<file path="src/rtl/abslot_pkg.sv">
package abslot_pkg;

    typedef enum logic [1:0] {
        PICK_TRIAL = 2'd0,
        PICK_GOOD  = 2'd1,
        PICK_NONE  = 2'd2
    } pick_e;

    // Boot choice: a pending trial image if it clears the floor, else the
    // known-good image if it clears the floor, else nothing bootable.
    function automatic pick_e pick_boot(input logic pend,
                                        input logic trial_ok,
                                        input logic good_ok);
        if (pend && trial_ok) begin
            return PICK_TRIAL;
        end else if (good_ok) begin
            return PICK_GOOD;
        end
        return PICK_NONE;
    endfunction

endpackage

</file>
<file path="src/rtl/abs_ver_gate.sv">
module abs_ver_gate #(
    parameter int VER_W = 8
) (
    input  logic [VER_W-1:0] version,
    input  logic [VER_W-1:0] floor_val,
    output logic             allowed
);
    // Equal to the floor is bootable; only strictly lower is refused.
    assign allowed = (version >= floor_val);
endmodule

</file>
<file path="src/rtl/abs_floor_track.sv">
module abs_floor_track #(
    parameter int VER_W = 8
) (
    input  logic             clk,
    input  logic             por_n,
    input  logic [VER_W-1:0] fuse_in,
    output logic [VER_W-1:0] floor_eff
);
    logic [VER_W-1:0] floor_d;
    logic [VER_W-1:0] floor_q;

    always_comb begin
        floor_d = (fuse_in > floor_q) ? fuse_in : floor_q;
    end

    assign floor_eff = floor_d;

    always_ff @(posedge clk or negedge por_n) begin
        if (!por_n) begin
            floor_q <= '0;
        end else begin
            floor_q <= floor_d;
        end
    end
endmodule

</file>
<file path="src/rtl/abs_hb_watchdog.sv">
module abs_hb_watchdog #(
    parameter int TIMEOUT_CYC = 1024
) (
    input  logic clk,
    input  logic por_n,
    input  logic arm,
    input  logic restart,
    output logic expire
);
    localparam int CW = $clog2(TIMEOUT_CYC + 1);
    localparam logic [CW-1:0] LAST = CW'(TIMEOUT_CYC - 1);

    logic [CW-1:0] cnt_d;
    logic [CW-1:0] cnt_q;

    assign expire = arm && (cnt_q == LAST);

    always_comb begin
        if (restart || !arm || expire) begin
            cnt_d = '0;
        end else begin
            cnt_d = cnt_q + CW'(1);
        end
    end

    always_ff @(posedge clk or negedge por_n) begin
        if (!por_n) begin
            cnt_q <= '0;
        end else begin
            cnt_q <= cnt_d;
        end
    end
endmodule

</file>
<file path="src/rtl/boot_slot_sel.sv">
module boot_slot_sel #(
    parameter int          VER_W       = 8,
    parameter int          TIMEOUT_CYC = 1024,
    parameter logic [7:0]  INIT_VER    = 8'd0
) (
    input  logic             clk,
    input  logic             por_n,
    input  logic             sys_boot,
    input  logic             upd_valid,
    input  logic [VER_W-1:0] upd_version,
    input  logic [VER_W-1:0] fuse_floor,
    input  logic             fw_alive,
    output logic             boot_slot,
    output logic             good_slot,
    output logic             next_slot,
    output logic             trial_active,
    output logic             boot_en,
    output logic             wdt_reset,
    output logic             upd_accept,
    output logic             upd_reject
);
    import abslot_pkg::*;

    localparam int NSLOT = 2;
    localparam logic [VER_W-1:0] VER_RST = VER_W'(INIT_VER);

    typedef struct packed {
        logic [NSLOT-1:0][VER_W-1:0] ver;
        logic good;
        logic pend;
        logic trial;
        logic run;
        logic halt;
        logic accept;
        logic reject;
        logic wdt;
    } sel_st_t;

    sel_st_t st_d;
    sel_st_t st_q;

    logic [VER_W-1:0] floor_eff;
    logic [NSLOT-1:0] slot_ok;
    logic             cand_ok;
    logic             wd_expire;
    logic             commit;
    logic             good_eff;
    logic             other;
    logic             reboot;
    pick_e            pick;

    abs_floor_track #(.VER_W(VER_W)) u_floor (
        .clk       (clk),
        .por_n     (por_n),
        .fuse_in   (fuse_floor),
        .floor_eff (floor_eff)
    );

    for (genvar g = 0; g < NSLOT; g++) begin : g_slot_gate
        abs_ver_gate #(.VER_W(VER_W)) u_gate (
            .version   (st_q.ver[g]),
            .floor_val (floor_eff),
            .allowed   (slot_ok[g])
        );
    end

    abs_ver_gate #(.VER_W(VER_W)) u_cand_gate (
        .version   (upd_version),
        .floor_val (floor_eff),
        .allowed   (cand_ok)
    );

    abs_hb_watchdog #(.TIMEOUT_CYC(TIMEOUT_CYC)) u_wdog (
        .clk     (clk),
        .por_n   (por_n),
        .arm     (st_q.trial),
        .restart (reboot),
        .expire  (wd_expire)
    );

    always_comb begin
        commit   = st_q.trial && fw_alive;
        good_eff = commit ? st_q.run : st_q.good;
        other    = ~good_eff;
        reboot   = sys_boot || (wd_expire && !fw_alive);
        pick     = pick_boot(st_q.pend, slot_ok[other], slot_ok[good_eff]);

        st_d        = st_q;
        st_d.accept = 1'b0;
        st_d.reject = 1'b0;
        st_d.wdt    = 1'b0;

        if (reboot) begin
            st_d.good = good_eff;
            st_d.pend = 1'b0;
            st_d.wdt  = wd_expire && !fw_alive;
            unique case (pick)
                PICK_TRIAL: begin
                    st_d.run   = other;
                    st_d.trial = 1'b1;
                    st_d.halt  = 1'b0;
                end
                PICK_GOOD: begin
                    st_d.run   = good_eff;
                    st_d.trial = 1'b0;
                    st_d.halt  = 1'b0;
                end
                default: begin
                    st_d.run   = good_eff;
                    st_d.trial = 1'b0;
                    st_d.halt  = 1'b1;
                end
            endcase
        end else if (commit) begin
            st_d.good  = st_q.run;
            st_d.trial = 1'b0;
        end else if (upd_valid && !st_q.pend && !st_q.trial) begin
            if (cand_ok) begin
                st_d.ver[other] = upd_version;
                st_d.pend       = 1'b1;
                st_d.accept     = 1'b1;
            end else begin
                st_d.reject     = 1'b1;
            end
        end
    end

    always_ff @(posedge clk or negedge por_n) begin
        if (!por_n) begin
            st_q <= '{ver: {NSLOT{VER_RST}}, good: 1'b0, pend: 1'b0,
                      trial: 1'b0, run: 1'b0, halt: 1'b0,
                      accept: 1'b0, reject: 1'b0, wdt: 1'b0};
        end else begin
            st_q <= st_d;
        end
    end

    assign boot_slot    = st_q.run;
    assign good_slot    = st_q.good;
    assign next_slot    = st_q.pend ? ~st_q.good : st_q.good;
    assign trial_active = st_q.trial;
    assign boot_en      = ~st_q.halt;
    assign wdt_reset    = st_q.wdt;
    assign upd_accept   = st_q.accept;
    assign upd_reject   = st_q.reject;
endmodule

</file>
<file path="config.mk">
export PLATFORM = sky130hd
export DESIGN_NAME = boot_slot_sel
export DESIGN_NICKNAME = d
export VERILOG_FILES = /design/src/rtl/abslot_pkg.sv /design/src/rtl/abs_ver_gate.sv /design/src/rtl/abs_floor_track.sv /design/src/rtl/abs_hb_watchdog.sv /design/src/rtl/boot_slot_sel.sv
export SDC_FILE = /design/constraint.sdc
export NUM_CORES = 1
export LEC_CHECK = 0
export ABC_AREA = 1
export BUFFER_PORTS_ARGS = -buffer_cell sky130_fd_sc_hd__clkbuf_2
export CAP_MARGIN = 15
export CORE_ASPECT_RATIO = 2
export CORE_MARGIN = 1.5
export CORE_UTILIZATION = 59
export CTS_BUF_LIST = sky130_fd_sc_hd__clkbuf_16
export DETAILED_ROUTE_END_ITERATION = 8
export PLACE_DENSITY = 0.8
export SYNTH_ARGS = -nofsm -noshare
export SYNTH_HDL_FRONTEND = slang
export SYNTH_SLANG_ARGS = --single-unit
export TNS_END_PERCENT = 30
</file>
<file path="constraint.sdc">
create_clock -name clk -period 3.6 [get_ports clk]
set_input_delay 0.54 -clock clk [delete_from_list [all_inputs] [get_ports clk]]
set_output_delay 0.54 -clock clk [all_outputs]
set_load 0.02 [all_outputs]
</file>
==> impl_metrics.py <==
metrics = {
    "timing": {
        "setup_total_negative_slack_ns": 0,
        "hold_ws_ns": 0.270,
        "final-setup-viol-count": 0,
        "setup_repair_after_global_routing_missed_its_margin": "false",
        "slew_headroom_pct": 48.0,
        "final.period_utilization_pct": 86.5,
        "clock.fmax_mhz": 321,
        "tightestPinTransition_ns": 0.772,
        "fin_worst_skew_ns": 0.00472,
        "final_hold_viols": 0,
        "maxSlewViolCount": 0,
        "period_needed_ns": 3.11,
        "worst_slack_ns": 0.486,
    },
    "clocking": {
        "tritoncts.num_buffers": 5,
        "htreeDepth": 2,
        "insertion_delay_ns": 0.28,
        "clk_transition_reported_paths_ns": 0.06,
        "clk_path_buf_depth": 2,
        "clockRootBuffer": "clkbuf_16",
        "tritoncts": "yes",
        "cts_post_setup_buffers_inserted": 0,
        "numClockSinks": 43,
    },
    "place": {
        "post-place-ws_ns": 0.110,
        "place_congestion": 0.858,
        "io_buffer_count": 28,
        "dpl.hpwl_um": 4000,
    },
    "global_routing": {
        "grt_overall_usage_pct": 23.1,
        "grt_pass1_vias": 2090,
        "grt_start_max_net_pins": 44,
        "grt_first_pass_wirelength_um": 8710,
        "grt_remaining_overflow": 0,
        "grt_antenna_before_repair": 0,
    },
    "floorplanning": {
        "core_area_um2": 4340,
        "die_h_um": 97.6,
        "placementRows": 34,
        "fp.dieArea_um2": 4900,
        "fp.dieW_um": 50.3,
        "ios": 29,
        "initial_standard_cell_utilization_of_the_core_pct": 60.8,
    },
    "layout": {
        "regArea_um2": 1080,
        "final_core_util_pct": 69.3,
        "final.fill_count": 372,
        "multi_input_area_um2": 1290,
        "antenna_cells_inserted": 0,
        "drive_above_1_share_pct": 18.1,
        "nets": 403,
        "layout_overhead_on_the_synthesized_area_pct": 13.9,
    },
    "synth": {
        "synth.net_count": 369,
        "yosys_warnings": 0,
        "ys_top_cells_by_area": "dfrtp_1, ha_1, nand2_1",
        "yosys.cell_count.top_type": "nand2_1",
        "synthArstFlopShare_pct": 100,
        "synth-main-ff-cell": "dfrtp_1",
        "netlist.area_leader.share_pct": 40.8,
        "synth.largest_area_cell": "dfrtp_1",
        "synth.ff_latch_count": 43,
        "synth.cells.most_frequent": "nand2_1, inv_1, dfrtp_1",
        "synth_enable_flop_cells": 0,
        "ys_seq_area_share_pct": 40.8,
        "netlist-cell-type-count": 29,
        "post_synth_inst_count": 318,
        "synthesis.area_um2": 2640,
        "synth.avg_cell_area_um2": 8.29,
    },
    "route": {
        "viasPerCell": 5.21,
        "firstDrtPassIters": 4,
        "detail_route.drc_violations": 0,
        "first_iter_violations": 31,
        "routed_wl_per_cell_um": 12.4,
        "ant_nets": 0,
        "routed-via-count": 2122,
        "drt-total-wl_um": 5030,
    },
    "hold_path": {
        "timing.hold.worst.class": "in -> async",
    },
    "setup_path": {
        "register_to_register_path_setup_slack_ns": 0.49,
        "critPathMaxFanout": 16,
        "worst_r2r_startpoint": "u_floor.floor_q[7]$_DFF_PN0_",
        "worst_ep_arrival_time_ns": 3.28,
        "critical_path.startpoint_type": "register",
        "worst-endpoint-required_ns": 3.77,
        "timing.setup.critical_path_class": "reg -> reg",
        "rr_endpoint": "st_q[20]$_DFFE_PN0P_",
        "worst_setup_path_end_kind": "register",
        "timing.reg2reg.worst_path_depth": 21,
    },
    "power_and_ir_drop": {
        "leakage_nw": 1.65,
        "seq_power_share_pct": 30.5,
        "share_comb_of_total_power_pct": 48.8,
        "vdd_ir_drop_max_mv": 0.485,
        "p_per_area_nw_per_um2": 802,
        "p_clk_share_pct": 20.7,
        "power.switching_fraction_pct": 41.9,
        "p_int_mw": 1.40,
        "total_switching_power_mw": 1.01,
    },
    "outcome": {
        "outcome": "completed",
    },
    "job": {
        "max_cap_violations": 0,
    },
}
## power by group through the flow
stage	clock [mW]	combinational, mW	sequential [mW]
2_1_floorplan	0	0.885	0.738
3_5_place_dp	0	1.17	0.739
6_report	0.499	1.18	0.735
3_3_place_gp	0	1.13	0.738
4_1_cts	0.514	1.19	0.733
5_1_grt	0.530	1.38	0.753
## flip-flops by register name, summed over array words and instances (netlist names)
register,count
wdt_reset,1
u_wdog.cnt_q,11
u_floor.floor_q,8
boot_slot,1
upd_accept,1
good_slot,1
st_q,18
upd_reject,1
trial_active,1
## kinds of logic after synthesis
| kind of cell | after synthesis | synth area share (%) |
|---|---|---|
| and+or+nand+nor | 128 | 23.3 |
| buffers and inverters | 66 | 10.4 |
| AOI/OAI and AO/OA | 50 | 10.9 |
| DFF | 43 | 40.8 |
| adders and majority gates | 30 | 14.2 |
| xor gates and xnor gates | 1 | 0.332 |
## worst max-delay path, stage by stage (launching register included)
cell and delay (ns):
dfrtp_1 0.35, inv_1 0.05, ha_1 0.29, nand2_1 0.07, nor2_1 0.14, nand4_1 0.15
nand2_2 0.25, nand2_1 0.08, o21ai_0 0.11, inv_1 0.12, ha_1 0.29, o21ai_0 0.10
nand2_1 0.07, nand2_1 0.05, nand2_1 0.06, nand3_1 0.06, nand2_1 0.10, nand2_1 0.07
nand2_2 0.13, nand3_4 0.22, nand2_1 0.16, o21ai_2 0.06
## cell usage in the layout (no fill, tap or decap), drive strengths merged, types with 2 or more instances in the layout
cell    instances
nand2          82
inv            63
dfrtp          43
clkbuf         33
o21ai          32
ha             30
nand3          16
nor2           16
a21oi          13
nor3            9
a211oi          3
or2             2
clkinv          2
buf             2
## repair_timing
item | CTS | global route
setup endpoints to repair | 0 | 3
hold buffers | 0 | 0
gates resized for setup | 0 | 1
## metal layers
layer | GRT usage [%] | wire [um]
met5 | 0 | 0
met4 | 13.7 | 227
met3 | 2.92 | 122
met2 | 42.0 | 2750
met1 | 24.0 | 1940
## stage by stage
stage | std cells | cell area [um^2] | power, mW
6_report | 407 | 3010 | 2.41
5_1_grt | 407 | 3010 | 2.66
4_1_cts | 406 | 2980 | 2.43
3_5_place_dp | 398 | 2810 | 1.91
3_3_place_gp | 398 | 2810 | 1.87
2_1_floorplan | 318 | 2640 | 1.62
## layout make-up
| class | instances | area share [%] |
|---|---|---|
| Clock buffer | 5 | 4.16 |
| Tap cell | 54 | 2.25 |
| Timing Repair Buffer | 30 | 5.83 |
| Sequential cell | 43 | 35.8 |
| Multi-Input combinational cell | 209 | 42.8 |
| Clock inverter | 3 | 1.29 |
| Inverter | 63 | 7.87 |
## worst max path at each step
stage / startpoint / to / slack [ns]
5_1_grt: u_floor.floor_q[7]$_DFF_PN0_ / boot_slot$_DFFE_PN0N_ / 0.03
6_report: u_floor.floor_q[7]$_DFF_PN0_ / st_q[20]$_DFFE_PN0P_ / 0.49
4_1_cts: u_floor.floor_q[1]$_DFF_PN0_ / boot_slot$_DFFE_PN0N_ / 0.38
3_5_place_dp: fuse_floor[7] / boot_slot$_DFFE_PN0N_ / 0.11
2_1_floorplan: fuse_floor[7] / trial_active$_DFFE_PN0N_ / 0.47
3_3_place_gp: fuse_floor[1] / trial_active$_DFFE_PN0N_ / 0.23
No activity file was read; power rests on OpenSTA's default activity.
